`src/rtl/rsq_pkg.sv`:
```
// Shared types and constants for the reset sequencer.
// Assumes a single oscillator clock domain; clock gating is modelled as an enable.
package rsq_pkg;
    typedef enum logic [1:0] {
        ST_SEQ    = 2'b00,
        ST_VEC_HI = 2'b01,
        ST_VEC_LO = 2'b10,
        ST_RUN    = 2'b11
    } seq_state_t;

    typedef enum logic [1:0] {
        PWM_RELEASED = 2'b00,
        PWM_HIZ      = 2'b01,
        PWM_OFF      = 2'b10
    } pwm_mode_t;

    localparam logic [1:0] MODE_STOP = 2'b10;

    localparam int CAUSE_N   = 5;
    localparam int CZ_POR    = 0;
    localparam int CZ_PIN    = 1;
    localparam int CZ_FAULT  = 2;
    localparam int CZ_WDT    = 3;
    localparam int CZ_DBG    = 4;
endpackage

```
`src/rtl/rsq_src_filter.sv`:
```
// Qualifies reset requests against the operating mode and encodes the cause.
// Assumes inputs are already synchronous to clk. Purely combinational.
module rsq_src_filter
    import rsq_pkg::*;
(
    input  logic               por_i,
    input  logic               pin_i,
    input  logic               fault_i,
    input  logic               wdt_i,
    input  logic               wdt_en_i,
    input  logic               dbg_i,
    input  logic [1:0]         mode_i,
    output logic               req_o,
    output logic               full_o,
    output logic [CAUSE_N-1:0] cause_o
);
    logic               stop_mode;
    logic [CAUSE_N-1:0] valid;

    assign stop_mode = (mode_i == MODE_STOP);

    // Build the mode-qualified request vector in priority order.
    always_comb begin
        valid           = '0;
        valid[CZ_POR]   = por_i;
        valid[CZ_PIN]   = pin_i;
        valid[CZ_FAULT] = fault_i;
        valid[CZ_WDT]   = wdt_i & wdt_en_i & ~stop_mode;
        valid[CZ_DBG]   = dbg_i & ~stop_mode;
    end

    assign req_o  = |valid;
    assign full_o = |(valid & ~(CAUSE_N'(1) << CZ_DBG));

    // Keep only the lowest-index (highest-priority) qualified source.
    always_comb begin
        logic found;
        found   = 1'b0;
        cause_o = '0;
        for (int i = 0; i < CAUSE_N; i++) begin
            if (valid[i] && !found) begin
                cause_o[i] = 1'b1;
                found      = 1'b1;
            end
        end
    end
endmodule

```
`src/rtl/rsq_seq_ctr.sv`:
```
// Sequence state machine and the two-phase cycle counter.
// Phase one runs INIT_CYC oscillator cycles; phase two runs IDLE_CYC
// cycles of the (enabled) system clock. A request restarts from cycle zero.
module rsq_seq_ctr
    import rsq_pkg::*;
#(
    parameter int INIT_CYC = 50,
    parameter int IDLE_CYC = 16
) (
    input  logic       clk,
    input  logic       rst_n,
    input  logic       req_i,
    input  logic       full_req_i,
    output seq_state_t state_o,
    output logic       in_init_o,
    output logic       seq_start_o,
    output logic       full_o
);
    localparam int TOTAL = INIT_CYC + IDLE_CYC;
    localparam int CNT_W = $clog2(TOTAL + 1);
    localparam logic [CNT_W-1:0] LAST_CNT = CNT_W'(TOTAL - 1);
    localparam logic [CNT_W-1:0] INIT_END = CNT_W'(INIT_CYC);

    seq_state_t       state;
    logic [CNT_W-1:0] cnt;
    logic             full;

    // Advance the sequence, restarting on any qualified request.
    always_ff @(posedge clk) begin
        if (!rst_n) begin
            state <= ST_SEQ;
            cnt   <= '0;
            full  <= 1'b1;
        end else if (req_i) begin
            state <= ST_SEQ;
            cnt   <= '0;
            full  <= full_req_i | (full & (state != ST_RUN));
        end else begin
            case (state)
                ST_SEQ: begin
                    if (cnt == LAST_CNT) state <= ST_VEC_HI;
                    else                 cnt   <= cnt + 1'b1;
                end
                ST_VEC_HI: state <= ST_VEC_LO;
                ST_VEC_LO: state <= ST_RUN;
                default:   state <= ST_RUN;
            endcase
        end
    end

    assign state_o     = state;
    assign in_init_o   = (state == ST_SEQ) && (cnt < INIT_END);
    assign seq_start_o = (state == ST_SEQ) && (cnt == '0);
    assign full_o      = full;
endmodule

```
`src/rtl/rsq_vec_fetch.sv`:
```
// Reads the two reset-vector bytes after reset and assembles the start PC.
// Assumes program memory returns vec_data_i in the same cycle as vec_addr_o.
// The high byte comes from the lower address.
module rsq_vec_fetch
    import rsq_pkg::*;
#(
    parameter int               ADDR_W   = 16,
    parameter logic [ADDR_W-1:0] VEC_BASE = 16'h0002
) (
    input  logic                 clk,
    input  logic                 rst_n,
    input  seq_state_t           state_i,
    input  logic [ADDR_W/2-1:0]  vec_data_i,
    output logic                 vec_rd_o,
    output logic [ADDR_W-1:0]    vec_addr_o,
    output logic [ADDR_W-1:0]    pc_o,
    output logic                 pc_valid_o
);
    localparam int BYTE_W = ADDR_W / 2;

    logic [ADDR_W-1:0] pc_q;

    // Capture each vector byte in its own fetch cycle.
    always_ff @(posedge clk) begin
        if (!rst_n) begin
            pc_q <= '0;
        end else if (state_i == ST_VEC_HI) begin
            pc_q[ADDR_W-1:BYTE_W] <= vec_data_i;
        end else if (state_i == ST_VEC_LO) begin
            pc_q[BYTE_W-1:0] <= vec_data_i;
        end
    end

    assign vec_rd_o   = (state_i == ST_VEC_HI) || (state_i == ST_VEC_LO);
    assign vec_addr_o = VEC_BASE + ADDR_W'(state_i == ST_VEC_LO);
    assign pc_o       = pc_q;
    assign pc_valid_o = (state_i == ST_RUN);
endmodule

```
`src/rtl/reset_sequencer.sv`:
```
// Top of the system reset sequencer: mode filter, two-phase counter,
// vector fetch, cause latch and PWM/GPIO/clock control decode.
// Assumes all request inputs are synchronous single-cycle or level signals.
module reset_sequencer
    import rsq_pkg::*;
#(
    parameter int               INIT_CYC = 50,
    parameter int               IDLE_CYC = 16,
    parameter int               ADDR_W   = 16,
    parameter logic [ADDR_W-1:0] VEC_BASE = 16'h0002
) (
    input  logic                 clk,
    input  logic                 rst_n,
    input  logic                 por_i,
    input  logic                 pin_rst_i,
    input  logic                 fault_rst_i,
    input  logic                 wdt_timeout_i,
    input  logic                 wdt_rst_en_i,
    input  logic                 dbg_rst_req_i,
    input  logic [1:0]           mode_i,
    input  logic [ADDR_W/2-1:0]  vec_data_i,
    output logic                 core_rst_o,
    output logic                 dbg_rst_o,
    output logic                 opt_load_o,
    output logic                 sysclk_en_o,
    output logic                 gpio_dflt_o,
    output logic [1:0]           pwm_mode_o,
    output logic                 vec_rd_o,
    output logic [ADDR_W-1:0]    vec_addr_o,
    output logic [ADDR_W-1:0]    pc_o,
    output logic                 pc_valid_o,
    output logic [CAUSE_N-1:0]   cause_o
);
    logic               req;
    logic               full_req;
    logic [CAUSE_N-1:0] cause_now;
    seq_state_t         state;
    logic               in_init;
    logic               seq_start;
    logic               full;
    logic [CAUSE_N-1:0] cause_q;
    pwm_mode_t          pwm_mode;

    rsq_src_filter u_filter (
        .por_i    (por_i),
        .pin_i    (pin_rst_i),
        .fault_i  (fault_rst_i),
        .wdt_i    (wdt_timeout_i),
        .wdt_en_i (wdt_rst_en_i),
        .dbg_i    (dbg_rst_req_i),
        .mode_i   (mode_i),
        .req_o    (req),
        .full_o   (full_req),
        .cause_o  (cause_now)
    );

    rsq_seq_ctr #(
        .INIT_CYC (INIT_CYC),
        .IDLE_CYC (IDLE_CYC)
    ) u_ctr (
        .clk         (clk),
        .rst_n       (rst_n),
        .req_i       (req),
        .full_req_i  (full_req),
        .state_o     (state),
        .in_init_o   (in_init),
        .seq_start_o (seq_start),
        .full_o      (full)
    );

    rsq_vec_fetch #(
        .ADDR_W   (ADDR_W),
        .VEC_BASE (VEC_BASE)
    ) u_fetch (
        .clk        (clk),
        .rst_n      (rst_n),
        .state_i    (state),
        .vec_data_i (vec_data_i),
        .vec_rd_o   (vec_rd_o),
        .vec_addr_o (vec_addr_o),
        .pc_o       (pc_o),
        .pc_valid_o (pc_valid_o)
    );

    // Latch the cause of the most recent qualified request.
    always_ff @(posedge clk) begin
        if (!rst_n)   cause_q <= CAUSE_N'(1) << CZ_POR;
        else if (req) cause_q <= cause_now;
    end

    // Select PWM drive: float before option bits, off-state until running.
    always_comb begin
        if (state == ST_SEQ)      pwm_mode = in_init ? PWM_HIZ : PWM_OFF;
        else if (state == ST_RUN) pwm_mode = PWM_RELEASED;
        else                      pwm_mode = PWM_OFF;
    end

    assign core_rst_o  = (state == ST_SEQ);
    assign dbg_rst_o   = core_rst_o & full;
    assign opt_load_o  = in_init;
    assign sysclk_en_o = ~in_init;
    assign gpio_dflt_o = seq_start;
    assign pwm_mode_o  = pwm_mode;
    assign cause_o     = cause_q;
endmodule

```
`config.mk`:
```
export PLATFORM = sky130hd
export DESIGN_NAME = reset_sequencer
export DESIGN_NICKNAME = d
export VERILOG_FILES = /design/src/rtl/rsq_pkg.sv /design/src/rtl/rsq_src_filter.sv /design/src/rtl/rsq_seq_ctr.sv /design/src/rtl/rsq_vec_fetch.sv /design/src/rtl/reset_sequencer.sv
export SDC_FILE = /design/constraint.sdc
export NUM_CORES = 1
export LEC_CHECK = 0
export BUFFER_PORTS_ARGS = -buffer_cell sky130_fd_sc_hd__buf_2
export CAP_MARGIN = 15
export CORE_UTILIZATION = 49
export DETAILED_ROUTE_END_ITERATION = 16
export PLACE_DENSITY_LB_ADDON = 0.2
export SLEW_MARGIN = 20
export SYNTH_ARGS = -nofsm -noshare
export SYNTH_HDL_FRONTEND = slang
export SYNTH_SLANG_ARGS = --single-unit
```
`constraint.sdc`:
```
create_clock -name clk -period 4.2 [get_ports clk]
set_input_delay 0.42 -clock clk [delete_from_list [all_inputs] [get_ports clk]]
set_output_delay 0.42 -clock clk [all_outputs]
set_load 0.03 [all_outputs]
```
==> results of run 1 <==
-- cell usage after synthesis (all sizes together) --
cell type | number | share of area (%)
xor2 | 4 | 2.3
inv | 7 | 1.7
or4 | 1 | 0.74
a31o | 1 | 0.58
and3 | 2 | 0.83
nor2b | 17 | 7.0
a32o | 1 | 0.66
o21ai | 3 | 1.7
a21oi | 2 | 0.66
a21o | 1 | 0.50
or3 | 1 | 0.41
nand2b | 2 | 1.3
nor2 | 16 | 4.0
xnor2 | 2 | 1.2
or4b | 1 | 0.66
and2 | 2 | 0.83
nand4 | 2 | 0.83
buf | 17 | 8.7
o21a | 1 | 0.50
ha | 8 | 6.6
a211oi | 2 | 1.7
mux2i | 17 | 11
dfxtp | 31 | 41
clkbuf | 3 | 0.74
nand2 | 9 | 2.2
o211ai | 1 | 0.50
nor3 | 1 | 0.33
conb | 2 | 0.50
-- flip-flops by register name, summed over array words and instances, names as in the netlist --
| register | count |
|---|---|
| cause_o | 5 |
| u_ctr.cnt | 7 |
| u_fetch.pc_o | 16 |
| u_ctr.state_o | 2 |
| u_ctr.full_o | 1 |
-- stage by stage --
stage	util (%)	instance area [sq um]
after floorplan	-	1560
after global placement	60.0	1700
after detailed placement	60.0	1700
after CTS	63.1	1780
after global routing	63.1	1780
final	63.1	1780
-- cells by family (layout without fill, tap and decap cells) --
kind of cell | count (synthesis) | in the layout | synth area share (%)
AND/OR/NAND/NOR | 54 | 54 | 19.2
flip-flops | 31 | 31 | 41.0
buffers and inverters | 27 | 63 | 11.2
multiplexers | 17 | 17 | 11.2
AO/OA/AOI/OAI | 12 | 12 | 6.78
adder cells (fa/ha/maj) | 8 | 8 | 6.62
XOR/XNOR | 6 | 6 | 3.47
other | 2 | 15 | 0.496
-- layout by cell type (no fill, tap or decap) --
cell       count
xnor2_1        2
ha_1           8
and2_1         2
a21oi_1        2
nand2b_4       1
nand2b_1       1
o211ai_1       1
a32o_1         1
clkbuf_8       1
inv_1          7
a211oi_2       2
or4b_1         1
a21o_1         1
or4_4          1
or3_1          1
clkinv_2       1
dfxtp_1       31
nor3_1         1
mux2i_1       17
and3_1         2
nand2_1        9
o21a_1         1
conb_1        15
o21ai_4        1
bufinv_16      1
xor2_1         4
nor2_1        16
clkbuf_4       5
o21ai_1        2
nand4_1        2
a31o_1         1
buf_2         48
nor2b_1       17
-- worst min-delay path, cell delays in order --
cell	delay [ns]
buf_2	0.10
nand2_1	0.04
o21ai_1	0.06
-- path summary, 6_finish.rpt --
| kind | cells past startpoint | slack [ns] | from | end |
|---|---|---|---|---|
| max reg2reg | 4 | 2.58 | u_ctr.cnt[2]$_SDFFE_PP0P_ | u_ctr.cnt[1]$_SDFFE_PP0P_ |
| min reg2reg | 2 | 0.45 | cause_o[1]$_SDFFE_PN0P_ | cause_o[1]$_SDFFE_PN0P_ |
| min | 3 | 0.32 | pin_rst_i | cause_o[1]$_SDFFE_PN0P_ |
| max | 7 | 2.00 | u_ctr.state_o[1]$_SDFFE_PP0P_ | pwm_mode_o[1] |
-- where the power goes --
part	total (uW)	internal (uW)	leakage [uW]	switching [uW]
registers	296	295	0.000250	0.934
logic	45.4	12.8	0.000501	32.6
clock network	239	141	0.0000482	98.6
total	581	449	0.000800	132
-- layout make-up --
type	count	area (sq um)	area share, %
Multi-Input combinational cell	112	772	43.3
Sequential cell	31	621	34.8
Timing Repair Buffer	48	240	13.5
Clock buffer	6	51.3	2.88
Tap cell	31	38.8	2.17
Clock inverter	2	35.0	1.96
Inverter	7	26.3	1.47
-- metal layers --
layer	wire length (um)	track usage (%)	up-vias
met3	198	4.99	5
met5	0	0	-
li1	-	-	575
met2	1240	30.1	48
met4	36	8.36	0
met1	1230	21.7	531
==> out/results.ini, run 1 <==
[grt]
gr-total-overflow=0
vias_in_the_first_global_route=1057
antenna_found_initial=0
first_pass_grt_wire_length_um=4520
maximum_number_of_pins_on_one_net_before_global_route_repair=19
grt.total_usage_pct=18.1

[die]
core_sq_mm=0.00283
die_w_um=57.6
count_of_standard_cell_rows=19
ios=64
initial_utilization_pct=53.5
die_y_um=57.6
fp.dieArea_sq_mm=0.00331

[worst_setup_path]
critical_path.slowest_cell=dfxtp_1
critical_path.startpoint_type=flip-flop
required_ns=3.78
crit_path_cell_trace=inv_1 -> ha_1 -> inv_1 -> nor2_1 -> o21a_1 -> a21oi_1 -> buf_2
cpLargestDelayFamily=buffers and inverters
cpPeakStageDelay_ns=0.35
critPathMostFrequentCell=inv_1
timing.setup.critical_path_class=flip-flop to output port
critPathArrivalTime_ns=1.78
critPathMaxFanout=7
endpoint_kind=output port
crit_buf_inv=3

[route]
via_per_inst=4.89
drt_pass1_iterations=14
dr_total_vias=1159
drc=7
drt.antenna.violating_nets=0
route.final.wire_length_um=2710
detail_routed_net_length_per_standard_cell_um=11.4
initialDrtViolationCount=35

[synth]
synth_area_sq_mm=0.00151
synth.yosys.warnings=0
netlist_instances=157
syn_area_per_cell_sq_um=9.64
synth_cell_type_count=31
ys_seq_elements=31
synth_sequential_area_ratio_pct=41.0

[timing]
layout_worst_path_cycle_share_pct=52.3
hold_violation_total_from_the_final_report=0
final.setup.worst_slack_ns=2.00
maxSlewViolCount=0
rsz_0062_raised_after_global_routing=false
maxClockFrequency_mhz=455
final_setup_vio_count=0
finalSetupTns_ns=0
hold_slack_ns=0.320
timing.slew.headroom_pct=62.1
worst_clock_skew_ns=0.0113
period_needed_ns=2.20
worstMarginPinSlew_ns=0.569

[cts]
tritoncts_clock_tree=built
cts-root-to-sink-buffers=2
clock-sinks=31
htree_levels=2
cts_hold_repair.buffers=0
cts-resized-gates=0
clk_pin_slew_worst_paths_ns=0.10
root_buffer=clkbuf_4
insertion_delay_to_the_later_sink_of_the_worst_skew_pair_ns=0.33
numCtsBuffers=5
post-cts-setup-buffers=0

[status]
failing_checks=design-rule violations
outcome=complete, but fails checks

[placement]
post_place_setup_slack_ns=2.35
place_inst=229
gpl.final_weighted_congestion=0.820
buffer_ports.inserted=48
hpwl_um=2060

[layout]
area.growth.synth_to_final_pct=17.9
num_antenna_cells=0
fill_cells=242
layout-drive-gt1-share_pct=29.6
layout_nets=231
post_layout_nonfiller_instances=237

[min_path]
hold_wc_path_type=input port to flip-flop

[power_and_ir_drop]
p_leak_uw=0.000800
pwr_density_mw_per_mm2=326
p_total_uw=581
irDropWorstVdd_mv=0.224

[run]
drv.max_cap_violation_count=0

No activity file was read; power rests on OpenSTA's default activity.
==> run 2, diff against run 1 <==
--- a/config.mk
+++ b/config.mk
@@ -7,7 +7,7 @@
 export LEC_CHECK = 0
 export BUFFER_PORTS_ARGS = -buffer_cell sky130_fd_sc_hd__buf_2
 export CAP_MARGIN = 15
-export CORE_UTILIZATION = 49
+export CORE_UTILIZATION = 47
 export DETAILED_ROUTE_END_ITERATION = 16
 export PLACE_DENSITY_LB_ADDON = 0.2
 export SLEW_MARGIN = 20
==> constraint.sdc (replaced) <==
create_clock -name clk -period 2.22 [get_ports clk]
set_input_delay 0.222 -clock clk [delete_from_list [all_inputs] [get_ports clk]]
set_output_delay 0.222 -clock clk [all_outputs]
set_load 0.03 [all_outputs]
==> out/results.ini, run 2 (synthesis gave the netlist of run 1 again) <==
[worst_setup_path]
r2r_end=u_ctr.cnt[1]$_SDFFE_PP0P_
cpPeakStageDelay_ns=0.35  ; about the same
critical_path.startpoint_type=flip-flop
critPathMostFrequentCell=inv_1
critical_path.slowest_cell=dfxtp_1
critPathArrivalTime_ns=1.73  ; -0.05 ns
crit_buf_inv=4  ; +1
timing.setup.critical_path_class=flip-flop to output port
reg2reg_from=u_ctr.cnt[2]$_SDFFE_PP0P_
required_ns=2.00  ; -1.78 ns
crit_path_cell_trace=inv_1 -> ha_2 -> inv_1 -> nor2_1 -> o21a_1 -> inv_1 -> buf_2
r2r.worst_path.cells=4  ; unchanged
cpLargestDelayFamily=buffers and inverters
endpoint_kind=output port
reg2reg_slack_ns=0.62  ; -1.96 ns
critPathMaxFanout=7  ; unchanged

[power_and_ir_drop]
pwr_density_mw_per_mm2=615  ; +89%
irDropWorstVdd_mv=0.406  ; +82%
p_total_uw=1110  ; +91%
clkPwrFrac_pct=41.7  ; +0.5 points
power.share.switching_pct=23.5  ; +0.71 points
total_switching_power_uw=260  ; +97%
power_frac_seq_pct=50.5  ; -0.5 points
cell_internal_pwr_uw=849  ; +89%
combinational_share_of_power_pct=7.8  ; about the same
p_leak_uw=0.000799  ; -0.12%

[placement]
hpwl_um=2070  ; +0.54%
gpl.final_weighted_congestion=0.800  ; -2.5%
post_dp_cell_area_sq_mm=0.00171  ; +0.96%
buffer_ports.inserted=48  ; unchanged

[route]
initialDrtViolationCount=27  ; -23%
detail_routed_net_length_per_standard_cell_um=11.1  ; -2.9%
drt_pass1_iterations=4  ; -10
route.final.wire_length_um=2770  ; +2.4%
drt.antenna.violating_nets=0  ; unchanged
drc=0  ; -7
dr_total_vias=1154  ; -0.43%
via_per_inst=4.62  ; -5.6%

[layout]
area.growth.synth_to_final_pct=19.2
max_ffs_per_register=16  ; unchanged
mostFrequentLayoutCell=buf_2
layout_nets=231  ; unchanged
most_frequent_cells_in_the_layout=buf_2 (48), dfxtp_1 (31), mux2i_1 (17), nor2b_1 (17), nor2_1 (16)
fill_cells=282  ; +17%
area_of_all_placed_cells_without_fillers_sq_mm=0.00180  ; +1.1%
layout-drive-gt1-share_pct=30.1  ; +0.49 points
num_antenna_cells=0  ; unchanged

[grt]
grt.total_usage_pct=17.4  ; -0.66 points
groute.layer.met2.usage_pct=27.1  ; -3.0 points
use_met1_pct=21.0  ; -0.67 points
vias_in_the_first_global_route=1078  ; +2.0%
globalRoute.busiestLayer=met2
gr-total-overflow=0  ; unchanged
first_pass_grt_wire_length_um=4490  ; -0.75%
grtUsageMet3_pct=6.15  ; +1.2 points
antenna_found_initial=0  ; unchanged
maximum_number_of_pins_on_one_net_before_global_route_repair=19  ; unchanged

[timing]
hold_slack_ns=0.126  ; -0.194 ns
maxSlewViolCount=0  ; unchanged
final_setup_vio_count=0  ; unchanged
timing.slew.headroom_pct=62.1  ; about the same
maxClockFrequency_mhz=512
worst_clock_skew_ns=0.00606  ; -0.00529 ns
worstMarginPinSlew_ns=0.568  ; -0.000371 ns
rsz_0062_raised_after_global_routing=false
layout_worst_path_cycle_share_pct=88.0
finalSetupTns_ns=0  ; unchanged
hold_violation_total_from_the_final_report=0  ; unchanged
period_needed_ns=1.95

[die]
initial_utilization_pct=49.5  ; -3.9 points
core_sq_mm=0.00305  ; +7.9%
die_y_um=58.7  ; +2.0%
ios=64  ; unchanged
die_w_um=58.7  ; +2.0%
count_of_standard_cell_rows=20  ; +1
fp.dieArea_sq_mm=0.00345  ; +4.1%

[cts]
insertion_delay_to_the_later_sink_of_the_worst_skew_pair_ns=0.33  ; about the same
cts-root-to-sink-buffers=2  ; unchanged
post-cts-setup-buffers=0  ; unchanged
cts-resized-gates=0  ; unchanged
clk_pin_slew_worst_paths_ns=0.10  ; about the same
cts_hold_repair.buffers=0  ; unchanged
htree_levels=2  ; unchanged
clock-sinks=31  ; unchanged
numCtsBuffers=5  ; unchanged
tritoncts_clock_tree=built
root_buffer=clkbuf_4

[min_path]
hold_wc_path_type=input port to flip-flop
timing.hold.worst_endpoint=cause_o[1]$_SDFFE_PN0P_
hold_start=pin_rst_i
min_path_cells=3  ; unchanged

[run]
drv.max_cap_violation_count=0  ; unchanged

[status]
outcome=finished clean

[run 2: final cells by class]
class | instances | area, sq um | area share [%]
Timing Repair Buffer | 48 | 240 | 13.3
Multi-Input combinational cell | 112 | 774 | 43.0
Inverter | 7 | 26.3 | 1.46
Sequential cell | 31 | 621 | 34.4
Clock inverter | 2 | 35.0 | 1.94
Tap cell | 44 | 55.1 | 3.05
Clock buffer | 6 | 51.3 | 2.85
[run 2: through the flow]
step,utilization (%),worst slack [ns],cells
2_1_floorplan,-,0.249,170
3_3_place_gp,56.1,0.647,242
3_5_place_dp,56.1,0.549,242
4_1_cts,59.0,0.169,250
5_1_grt,59.1,0.0942,250
6_report,59.1,0.267,250
[run 2: power by group through the flow]
stage | Clock [uW] | Combinational, uW | Sequential (uW)
2_1_floorplan | 0 | 75.6 | 579
3_3_place_gp | 0 | 84.3 | 573
3_5_place_dp | 0 | 85.3 | 574
4_1_cts | 472 | 85.7 | 561
5_1_grt | 486 | 92.9 | 561
6_report | 463 | 86.2 | 561
[run 2: how the worst max path moves through the flow]
stage / startpoint / to / slack (ns) / cells past startpoint
2_1_floorplan: u_ctr.state_o[0]$_SDFFE_PP0P_ / pwm_mode_o[1] / 0.25 / 6
3_3_place_gp: u_ctr.state_o[0]$_SDFFE_PP0P_ / opt_load_o / 0.65 / 6
3_5_place_dp: u_ctr.state_o[0]$_SDFFE_PP0P_ / sysclk_en_o / 0.55 / 7
4_1_cts: u_ctr.state_o[0]$_SDFFE_PP0P_ / sysclk_en_o / 0.17 / 7
5_1_grt: u_ctr.state_o[0]$_SDFFE_PP0P_ / sysclk_en_o / 0.09 / 7
6_report: u_ctr.state_o[0]$_SDFFE_PP0P_ / sysclk_en_o / 0.27 / 7
[run 2: per-layer routing]
layer	vias up	wire length, um	share of wire, %
li1	578	-	-
met1	516	1310	47
met2	52	1210	44
met3	8	183	6.6
met4	0	61	2.2
met5	-	0	0
[run 2: worst register-to-register path: stages (launching register included)]
cell	delay, ns
dfxtp_1	0.37
or4_4	0.59
o21ai_4	0.27
mux2i_1	0.22
nor2_1	0.05
==> run 3, diff against run 2 <==
--- a/config.mk
+++ b/config.mk
@@ -7,7 +7,7 @@
 export LEC_CHECK = 0
 export BUFFER_PORTS_ARGS = -buffer_cell sky130_fd_sc_hd__buf_2
 export CAP_MARGIN = 15
-export CORE_UTILIZATION = 47
+export CORE_UTILIZATION = 49
 export DETAILED_ROUTE_END_ITERATION = 16
 export PLACE_DENSITY_LB_ADDON = 0.2
 export SLEW_MARGIN = 20
==> constraint.sdc (replaced) <==
create_clock -name clk -period 2.3 [get_ports clk]
set_input_delay 0.23 -clock clk [delete_from_list [all_inputs] [get_ports clk]]
set_output_delay 0.23 -clock clk [all_outputs]
set_load 0.03 [all_outputs]
==> out/results.ini, run 3 (synthesis gave the netlist of run 1 again) <==
[status]
outcome=complete, but fails checks
failing_checks=design-rule violations

[run]
drv.max_cap_violation_count=0  ; unchanged

[power_and_ir_drop]
p_leak_uw=0.000800  ; +0.12%
pwr_density_mw_per_mm2=597  ; -3.0%
irDropWorstVdd_mv=0.383  ; -5.8%

[grt]
maximum_number_of_pins_on_one_net_before_global_route_repair=19  ; unchanged
vias_in_the_first_global_route=1069  ; -0.83%
antenna_found_initial=0  ; unchanged
grt.total_usage_pct=18.5  ; +1.0 points
gr-total-overflow=0  ; unchanged
first_pass_grt_wire_length_um=4660  ; +3.8%

[placement]
hpwl_um=2040  ; -1.6%
gpl.final_weighted_congestion=0.817  ; +2.2%
place_inst=229  ; -5.4%
post_place_setup_slack_ns=0.649  ; +0.0995 ns
buffer_ports.inserted=48  ; unchanged

[worst_setup_path]
critPathMaxFanout=7  ; unchanged
critical_path.startpoint_type=flip-flop
required_ns=2.07  ; +0.07 ns
crit_buf_inv=3  ; -1
r2r.worst_path.cells=4  ; unchanged
critPathArrivalTime_ns=1.79  ; +0.06 ns
reg2reg_slack_ns=0.69  ; +0.07 ns
cpPeakStageDelay_ns=0.36  ; about the same
endpoint_kind=output port
critPathMostFrequentCell=inv_1
r2r_end=u_ctr.cnt[1]$_SDFFE_PP0P_
cpLargestDelayFamily=buffers and inverters
reg2reg_from=u_ctr.cnt[2]$_SDFFE_PP0P_
crit_path_cell_trace=inv_1 -> ha_1 -> inv_1 -> nor2_1 -> o21a_1 -> a21oi_1 -> buf_2
timing.setup.critical_path_class=flip-flop to output port
critical_path.slowest_cell=dfxtp_1

[die]
die_y_um=57.6  ; -2.0%
die_w_um=57.6  ; -2.0%
core_sq_mm=0.00283  ; -7.3%
initial_utilization_pct=53.5  ; +3.9 points
fp.dieArea_sq_mm=0.00331  ; -3.9%
count_of_standard_cell_rows=19  ; -5.0%
ios=64  ; unchanged

[cts]
tritoncts_clock_tree=built
clock-sinks=31  ; unchanged
htree_levels=2  ; unchanged
post-cts-setup-buffers=0  ; unchanged
root_buffer=clkbuf_4
cts_hold_repair.buffers=0  ; unchanged
clk_pin_slew_worst_paths_ns=0.10  ; about the same
insertion_delay_to_the_later_sink_of_the_worst_skew_pair_ns=0.33  ; about the same
cts-resized-gates=0  ; unchanged
numCtsBuffers=5  ; unchanged
cts-root-to-sink-buffers=2  ; unchanged

[route]
detail_routed_net_length_per_standard_cell_um=11.4  ; +3.1%
dr_total_vias=1147  ; -0.61%
via_per_inst=4.84  ; +4.8%
drc=6  ; +6
initialDrtViolationCount=68  ; +150%
drt_pass1_iterations=14  ; +10
route.final.wire_length_um=2710  ; -2.2%
drt.antenna.violating_nets=0  ; unchanged

[min_path]
min_path_cells=3  ; unchanged
hold_wc_path_type=input port to flip-flop
hold_start=pin_rst_i
timing.hold.worst_endpoint=cause_o[1]$_SDFFE_PN0P_

[layout]
post_layout_nonfiller_instances=237  ; -5.2%
num_antenna_cells=0  ; unchanged
max_ffs_per_register=16  ; unchanged
area.growth.synth_to_final_pct=17.9
layout-drive-gt1-share_pct=29.6  ; -0.49 points
seq_area_sq_um=621  ; unchanged
most_frequent_cells_in_the_layout=buf_2 (48), dfxtp_1 (31), mux2i_1 (17), nor2b_1 (17), nor2_1 (16)
multi_input_comb_area_sq_um=772  ; -0.32%
layout_nets=231  ; unchanged
fill_cells=237  ; -16%
mostFrequentLayoutCell=buf_2

[timing]
rsz_0062_raised_after_global_routing=false
layout_worst_path_cycle_share_pct=88.0
hold_violation_total_from_the_final_report=0  ; unchanged
maxSlewViolCount=0  ; unchanged
timing.slew.headroom_pct=63.0  ; +0.88 points
finalSetupTns_ns=0  ; unchanged
worst_clock_skew_ns=0.00665  ; +0.000593 ns
hold_slack_ns=0.131  ; +0.00549 ns
final.setup.worst_slack_ns=0.277  ; +0.0104 ns
final_setup_vio_count=0  ; unchanged
period_needed_ns=2.02
worstMarginPinSlew_ns=0.555  ; -0.0132 ns
maxClockFrequency_mhz=494

[run 3: cell counts in the layout (fill, tap and decap cells not counted)]
Identical to the previous run, type by type.
[run 3: cell type report]
class                           count  area share, %
Clock buffer                        6           2.88
Clock inverter                      2           1.96
Inverter                            7           1.47
Multi-Input combinational cell    112           43.3
Sequential cell                    31           34.8
Tap cell                           31           2.17
Timing Repair Buffer               48           13.5
[run 3: tightest hold or removal path: cells and delay by family]
kind                   cells  cell delay [ns]
AO/OA/AOI/OAI              1             0.06
buffers and inverters      1             0.10
AND/OR/NAND/NOR            1             0.04
[run 3: routing by layer]
layer  part of all wire, %  up-vias  GRT usage (%)
met1                    45      505           22.2
met4                   1.2        0           6.62
li1                      -      582              -
met5                     0        -              0
met3                   8.4        4           8.16
met2                    45       56           29.2
[run 3: stage by stage]
step                cell area (sq um)  total power (uW)  util [%]
floorplan                        1560               632         -
global placement                 1700               635      60.0
detailed placement               1700               636      60.0
CTS                              1780              1080      63.1
global route                     1780              1110      63.1
finish                           1780              1070      63.1
[run 3: power by group]
group / switching [uW] / internal [uW] / leakage [uW]
logic: 59.2 / 23.3 / 0.000501
registers: 1.67 / 539 / 0.000250
clock network: 185 / 257 / 0.0000482
total: 246 / 820 / 0.000800
[run 3: how the worst max path moves through the flow]
| stage | startpoint | endpoint | slack [ns] | depth (start not counted) |
|---|---|---|---|---|
| global route | u_ctr.state_o[0]$_SDFFE_PP0P_ | pwm_mode_o[1] | 0.08 | 7 |
| finish | u_ctr.state_o[1]$_SDFFE_PP0P_ | pwm_mode_o[1] | 0.28 | 7 |
| floorplan | u_ctr.state_o[0]$_SDFFE_PP0P_ | pwm_mode_o[1] | 0.32 | 6 |
| global placement | u_ctr.state_o[0]$_SDFFE_PP0P_ | pwm_mode_o[1] | 0.68 | 7 |
| detailed placement | u_ctr.state_o[0]$_SDFFE_PP0P_ | pwm_mode_o[1] | 0.65 | 7 |
| CTS | u_ctr.state_o[1]$_SDFFE_PP0P_ | pwm_mode_o[1] | 0.27 | 7 |
